$ cat config.mk
export PLATFORM = sky130hd
export DESIGN_NAME = irq_ctl_top
export DESIGN_NICKNAME = d
export VERILOG_FILES = /design/src/rtl/irq_ctl_pkg.sv /design/src/rtl/irq_ctl_regs.sv /design/src/rtl/irq_ctl_latch.sv /design/src/rtl/irq_ctl_out.sv /design/src/rtl/irq_ctl_top.sv
export SDC_FILE = /design/constraint.sdc
export NUM_CORES = 1
export LEC_CHECK = 0
export BUFFER_PORTS_ARGS = -buffer_cell sky130_fd_sc_hd__buf_4
export CAP_MARGIN = 20
export CORE_UTILIZATION = 49
export DETAILED_ROUTE_END_ITERATION = 8
export GPL_ROUTABILITY_DRIVEN = 0
export PLACE_DENSITY = 0.79
export SLEW_MARGIN = 20
export SYNTH_ARGS = -nofsm -noshare
export SYNTH_HDL_FRONTEND = slang
export SYNTH_SLANG_ARGS = --single-unit
$ cat constraint.sdc
create_clock -name clk -period 1.65 [get_ports clk]
set_input_delay 0.0825 -clock clk [delete_from_list [all_inputs] [get_ports clk]]
set_output_delay 0.0825 -clock clk [all_outputs]
set_load 0.02 [all_outputs]
$ cat src/rtl/irq_ctl_pkg.sv
package irq_ctl_pkg;
    localparam int NSRC      = 6;
    localparam int DW        = 16;
    localparam int AW        = 16;
    localparam int EN_LSB    = 8;
    localparam int MASK_LSB  = 0;
    localparam int GMASK_BIT = 15;
    localparam int MODE_BIT  = 14;

    typedef struct packed {
        logic            gmask;
        logic            pulse_mode;
        logic [NSRC-1:0] en;
        logic [NSRC-1:0] mask;
    } ctl_t;
endpackage

$ cat src/rtl/irq_ctl_regs.sv
module irq_ctl_regs
    import irq_ctl_pkg::*;
#(
    parameter logic [AW-1:0] ADDR_CTL = 16'h1010,
    parameter logic [AW-1:0] ADDR_STS = 16'h1012
) (
    input  logic            clk,
    input  logic            rst_n,
    input  logic            bus_en,
    input  logic            bus_we,
    input  logic [AW-1:0]   bus_addr,
    input  logic [DW-1:0]   bus_wdata,
    input  logic [NSRC-1:0] status_q,
    output ctl_t            ctl_d,
    output ctl_t            ctl_q,
    output logic [DW-1:0]   bus_rdata
);
    logic wr_ctl;

    always_comb begin
        ctl_d  = ctl_q;
        wr_ctl = bus_en && bus_we && (bus_addr == ADDR_CTL);
        if (wr_ctl) begin
            ctl_d.gmask      = bus_wdata[GMASK_BIT];
            ctl_d.pulse_mode = bus_wdata[MODE_BIT];
            ctl_d.en         = bus_wdata[EN_LSB +: NSRC];
            ctl_d.mask       = bus_wdata[MASK_LSB +: NSRC];
        end
    end

    always_ff @(posedge clk or negedge rst_n) begin
        if (!rst_n) ctl_q <= '0;
        else        ctl_q <= ctl_d;
    end

    always_comb begin
        bus_rdata = '0;
        if (bus_en && !bus_we) begin
            if (bus_addr == ADDR_CTL) begin
                bus_rdata[GMASK_BIT]            = ctl_q.gmask;
                bus_rdata[MODE_BIT]             = ctl_q.pulse_mode;
                bus_rdata[EN_LSB +: NSRC]       = ctl_q.en;
                bus_rdata[MASK_LSB +: NSRC]     = ctl_q.mask;
            end else if (bus_addr == ADDR_STS) begin
                bus_rdata[NSRC-1:0]             = status_q;
            end
        end
    end
endmodule

$ cat src/rtl/irq_ctl_latch.sv
module irq_ctl_latch
    import irq_ctl_pkg::*;
(
    input  logic            clk,
    input  logic            rst_n,
    input  logic [NSRC-1:0] src_in,
    input  logic [NSRC-1:0] en_d,
    output logic [NSRC-1:0] status_d,
    output logic [NSRC-1:0] status_q
);
    // The enable value after this cycle's write gates the capture, so a
    // disabling write wins over a same-cycle event.
    for (genvar i = 0; i < NSRC; i++) begin : g_bit
        always_comb status_d[i] = en_d[i] & (status_q[i] | src_in[i]);

        always_ff @(posedge clk or negedge rst_n) begin
            if (!rst_n) status_q[i] <= 1'b0;
            else        status_q[i] <= status_d[i];
        end
    end
endmodule

$ cat src/rtl/irq_ctl_out.sv
module irq_ctl_out
    import irq_ctl_pkg::*;
#(
    parameter int PULSE_LEN = 4
) (
    input  logic            clk,
    input  logic            rst_n,
    input  logic [NSRC-1:0] status_d,
    input  logic [NSRC-1:0] status_q,
    input  logic [NSRC-1:0] mask_d,
    input  logic [NSRC-1:0] mask_q,
    input  logic            gmask_d,
    input  logic            gmask_q,
    input  logic            mode_d,
    input  logic            mode_q,
    output logic            irq_n
);
    localparam int CW = $clog2(PULSE_LEN + 1);

    typedef struct packed {
        logic [CW-1:0]   cnt;
        logic [NSRC-1:0] armed;
    } ost_t;

    ost_t st_d, st_q;
    logic [NSRC-1:0] fresh;

    always_comb begin
        st_d.armed = status_d & mask_d;
        fresh      = st_d.armed & ~st_q.armed;
        st_d.cnt   = st_q.cnt;
        if (!gmask_d || !mode_d)  st_d.cnt = '0;
        else if (|fresh)          st_d.cnt = CW'(PULSE_LEN);
        else if (st_q.cnt != '0)  st_d.cnt = st_q.cnt - 1'b1;
    end

    always_ff @(posedge clk or negedge rst_n) begin
        if (!rst_n) st_q <= '0;
        else        st_q <= st_d;
    end

    always_comb begin
        if (mode_q) irq_n = (st_q.cnt == '0);
        else        irq_n = !(gmask_q && |(status_q & mask_q));
    end
endmodule

$ cat src/rtl/irq_ctl_top.sv
module irq_ctl_top
    import irq_ctl_pkg::*;
#(
    parameter logic [15:0] ADDR_CTL  = 16'h1010,
    parameter logic [15:0] ADDR_STS  = 16'h1012,
    parameter int          PULSE_LEN = 4
) (
    input  logic        clk,
    input  logic        rst_n,
    input  logic        bus_en,
    input  logic        bus_we,
    input  logic [15:0] bus_addr,
    input  logic [15:0] bus_wdata,
    output logic [15:0] bus_rdata,
    input  logic [5:0]  src_in,
    output logic        irq_n
);
    ctl_t            ctl_d, ctl_q;
    logic [NSRC-1:0] status_d, status_q;

    irq_ctl_regs #(.ADDR_CTL(ADDR_CTL), .ADDR_STS(ADDR_STS)) u_regs (
        .clk(clk), .rst_n(rst_n), .bus_en(bus_en), .bus_we(bus_we),
        .bus_addr(bus_addr), .bus_wdata(bus_wdata), .status_q(status_q),
        .ctl_d(ctl_d), .ctl_q(ctl_q), .bus_rdata(bus_rdata)
    );

    irq_ctl_latch u_latch (
        .clk(clk), .rst_n(rst_n), .src_in(src_in), .en_d(ctl_d.en),
        .status_d(status_d), .status_q(status_q)
    );

    irq_ctl_out #(.PULSE_LEN(PULSE_LEN)) u_out (
        .clk(clk), .rst_n(rst_n), .status_d(status_d), .status_q(status_q),
        .mask_d(ctl_d.mask), .mask_q(ctl_q.mask),
        .gmask_d(ctl_d.gmask), .gmask_q(ctl_q.gmask),
        .mode_d(ctl_d.pulse_mode), .mode_q(ctl_q.pulse_mode),
        .irq_n(irq_n)
    );
endmodule

==> impl_metrics.yaml <==
run_status:
  outcome: "completed"
logic_synthesis:
  yosysSeqAreaShare_pct: 42.99
  ys.flop_type: "dfrtp_1"
  syn_inst: 187
  synth_cell_type_count: 38
  syn_area_um2: 1688
  synthMuxAreaShare_pct: 4.967
  synth_edf_count: 0
  postSynthAreaPerCell_um2: 9.026
  synth_compound_area_share_pct: 13.64
  ys_seq_elements: 29
  synth-simple-area-share_pct: 30.91
  synth_top_family_by_area: "simple AND/OR/NAND/NOR gates"
  synth_warnings: 0
  async_reset_ff_share_pct: 100.0
  synth_fa_ha_area_share_pct: 1.483
  synth_xor_area_share_pct: 0.5189
clock_tree:
  ctsRootBufferMaster: "clkbuf_4"
  cts_inserted_buffers: 5
  path_clk_slew_ns: 0.08
  clk_path_buf_depth: 2
  clkLatencyLatePin_ns: 0.32
  clock_sinks: 29
  htree_num_levels: 2
  cts_tree: "yes"
grt:
  grt_pass1_wl_um: 7383
  grt_max_degree: 30
  grtUsageTotal_pct: 28.13
  antenna_found_initial: 0
  grt_pass1_vias: 1679
  gr-total-overflow: 0
run:
  drv_cap: 0
timing:
  drv_slew: 0
  setup_ws_ns: 0.08526
  finalCriticalPeriod_ns: 1.565
  hold_viol: 0
  fmax_mhz: 639.1
  finalCritPeriodShare_pct: 94.83
  setup_viol: 0
  clock_skew_ns: 0.006501
  rsz0062_at_grt: "false"
routing:
  ant_nets: 0
  first_pass_iters: 4
  drc: 0
  vias: 1645
  routed_via_density: 5.173
  drtIter0Drc: 61
  wl_per_cell_um: 14.14
  wl_um: 4496
pwr:
  p_leak_nw: 1.272
  power_density_nw_per_um2: 538.8
  vdd_drop_max_mv: 0.3779
  design_power_total_mw: 1.321
worst_setup_path:
  arrival_ns: 1.48
  cp-end-kind: "primary output"
  crit_path_start_kind: "flop"
  crit_required_ns: 1.57
  critPathKind: "reg2out"
  cp_max_fo: 3
placed_design:
  post_dp_cell_area_um2: 2180
  dp.cells: 290
  port_buffers: 54
  hpwl_um: 3218
  pre_cts_slack_ns: -0.08652
final_layout:
  nets: 318
  final_area_um2: 2452
  syn_to_final_growth_pct: 45.29
  diodes: 0
  final_cells: 318
  drive_gt1_share_pct: 35.04
floorplanning:
  rows: 20
  coreArea_um2: 3153
  die_y_um: 60.69
  fp.dieW_um: 60.69
  start_util_pct: 53.53
  num_io_pins: 59
  die_area_um2: 3683
min_path:
  hp-class: "in2reg"
==> report_power, final <==
part	internal [mW]	leakage, nW	switching [mW]
sequential	0.710	0.400	0.0000783
combinational	0.108	0.840	0.0749
clock	0.201	0.0314	0.228
==> cells in the final DEF (no fill, tap or decap), types with 2 or more instances in the layout <==
cell           Yosys  layout
a21oi_1            7       7
o22ai_2            2       2
a22oi_1            3       3
dlygate4sd3_1      0      19
nand2_1           48      48
a21oi_2            4       4
nor4b_4            2       2
buf_4              3      69
clkbuf_4           0       5
inv_1              5       5
dfrtp_1           29      29
mux2i_1            7       7
nand3_1            7       7
o21a_1             3       3
o21ai_1            4       4
nor2_1            24      23
nor3_2             2       2
and2_1             7       7
o22a_1             4       4
conb_1             1       2
==> layer usage <==
layer	track usage (%)	vias to the layer above	part of all wire [%]
li1	-	806	-
met1	33.93	765	44
met2	46.00	64	48
met3	9.808	10	6.4
met4	11.69	0	1.6
met5	0	-	0
==> cells by family (layout without fill, tap and decap cells) <==
family                     Yosys count  after routing
muxes                                8              8
xor gates and xnor gates             1              1
buffers and inverters               14            100
other                                1              2
AOI/OAI and AO/OA                   31             31
and+or+nand+nor                    101            101
DFF                                 29             29
adders and majority gates            2              2
==> through the flow <==
stage	TNS, ns	hold WS (ns)	utilization, %
floorplan	0	-0.2131	-
global placement	-0.01749	0.02427	69.13
detailed placement	-0.1613	0.02468	69.13
CTS	0	0.0008465	76.11
global route	0	0.007282	77.78
finish	0	0.01097	77.78
==> flip-flops by register name (all words and copies together), names as in the netlist <==
register and cells:
u_latch.status_q 6, u_out.st_q 9, u_regs.ctl_q 14
==> synth_stat cells (all sizes together), types with 2 or more instances <==
| library cell | number | share of area [%] |
|---|---|---|
| nand3 | 7 | 2.1 |
| o22ai | 2 | 1.5 |
| a22oi | 3 | 1.3 |
| buf | 8 | 3.9 |
| o21a | 3 | 1.3 |
| and2 | 8 | 3.1 |
| nor2 | 24 | 5.3 |
| ha | 2 | 1.5 |
| inv | 5 | 1.1 |
| nand2 | 49 | 11 |
| nor4b | 3 | 3.7 |
| nand4 | 2 | 1.1 |
| o21ai | 5 | 1.5 |
| a21oi | 11 | 4.2 |
| nor2b | 2 | 0.74 |
| dfrtp | 29 | 43 |
| o22a | 4 | 2.1 |
| nor3 | 3 | 1.5 |
| o221ai | 2 | 1.4 |
| mux2i | 8 | 5.0 |
==> worst max-delay path: stages, from the launching register on <==
cell	delay, ns
dfrtp_1	0.37
inv_1	0.11
ha_2	0.20
nor2b_4	0.14
nor2_1	0.05
a31oi_1	0.14
buf_4	0.16
==> cell type report <==
| type | instances | area [um2] |
|---|---|---|
| Inverter | 5 | 18.77 |
| Fill cell | 256 | 700.7 |
| Tap cell | 44 | 55.05 |
| Clock buffer | 7 | 55.05 |
| Multi-Input combinational cell | 145 | 889.6 |
| Timing Repair Buffer | 88 | 708.2 |
| Sequential cell | 29 | 725.7 |
==> what timing repair did <==
action / 4_1_cts / 5_1_grt
gates resized for setup: 2 / 2
pin swaps: 1 / 0
setup endpoints to repair: 4 / 4
setup buffers: 1 / 1
cloned: 0 / 0
hold buffers: 15 / 4
hold endpoints to repair: 43 / 4
==> path summary, 6_finish.rpt <==
kind                                 start              end  slack [ns]  cells past startpoint
setup reg to reg             u_out.st_q[6]    u_out.st_q[8]        0.32                      6
max in group asynchronous            rst_n  u_regs.ctl_q[4]        1.15                      2
hold reg to reg            u_regs.ctl_q[8]  u_regs.ctl_q[8]        0.52                      2
setup / recovery             u_out.st_q[6]            irq_n        0.09                      6
hold / removal                bus_wdata[9]  u_regs.ctl_q[7]        0.01                      3
min in group asynchronous            rst_n  u_regs.ctl_q[8]        0.21                      2
Power figures use the tool's default switching activity.
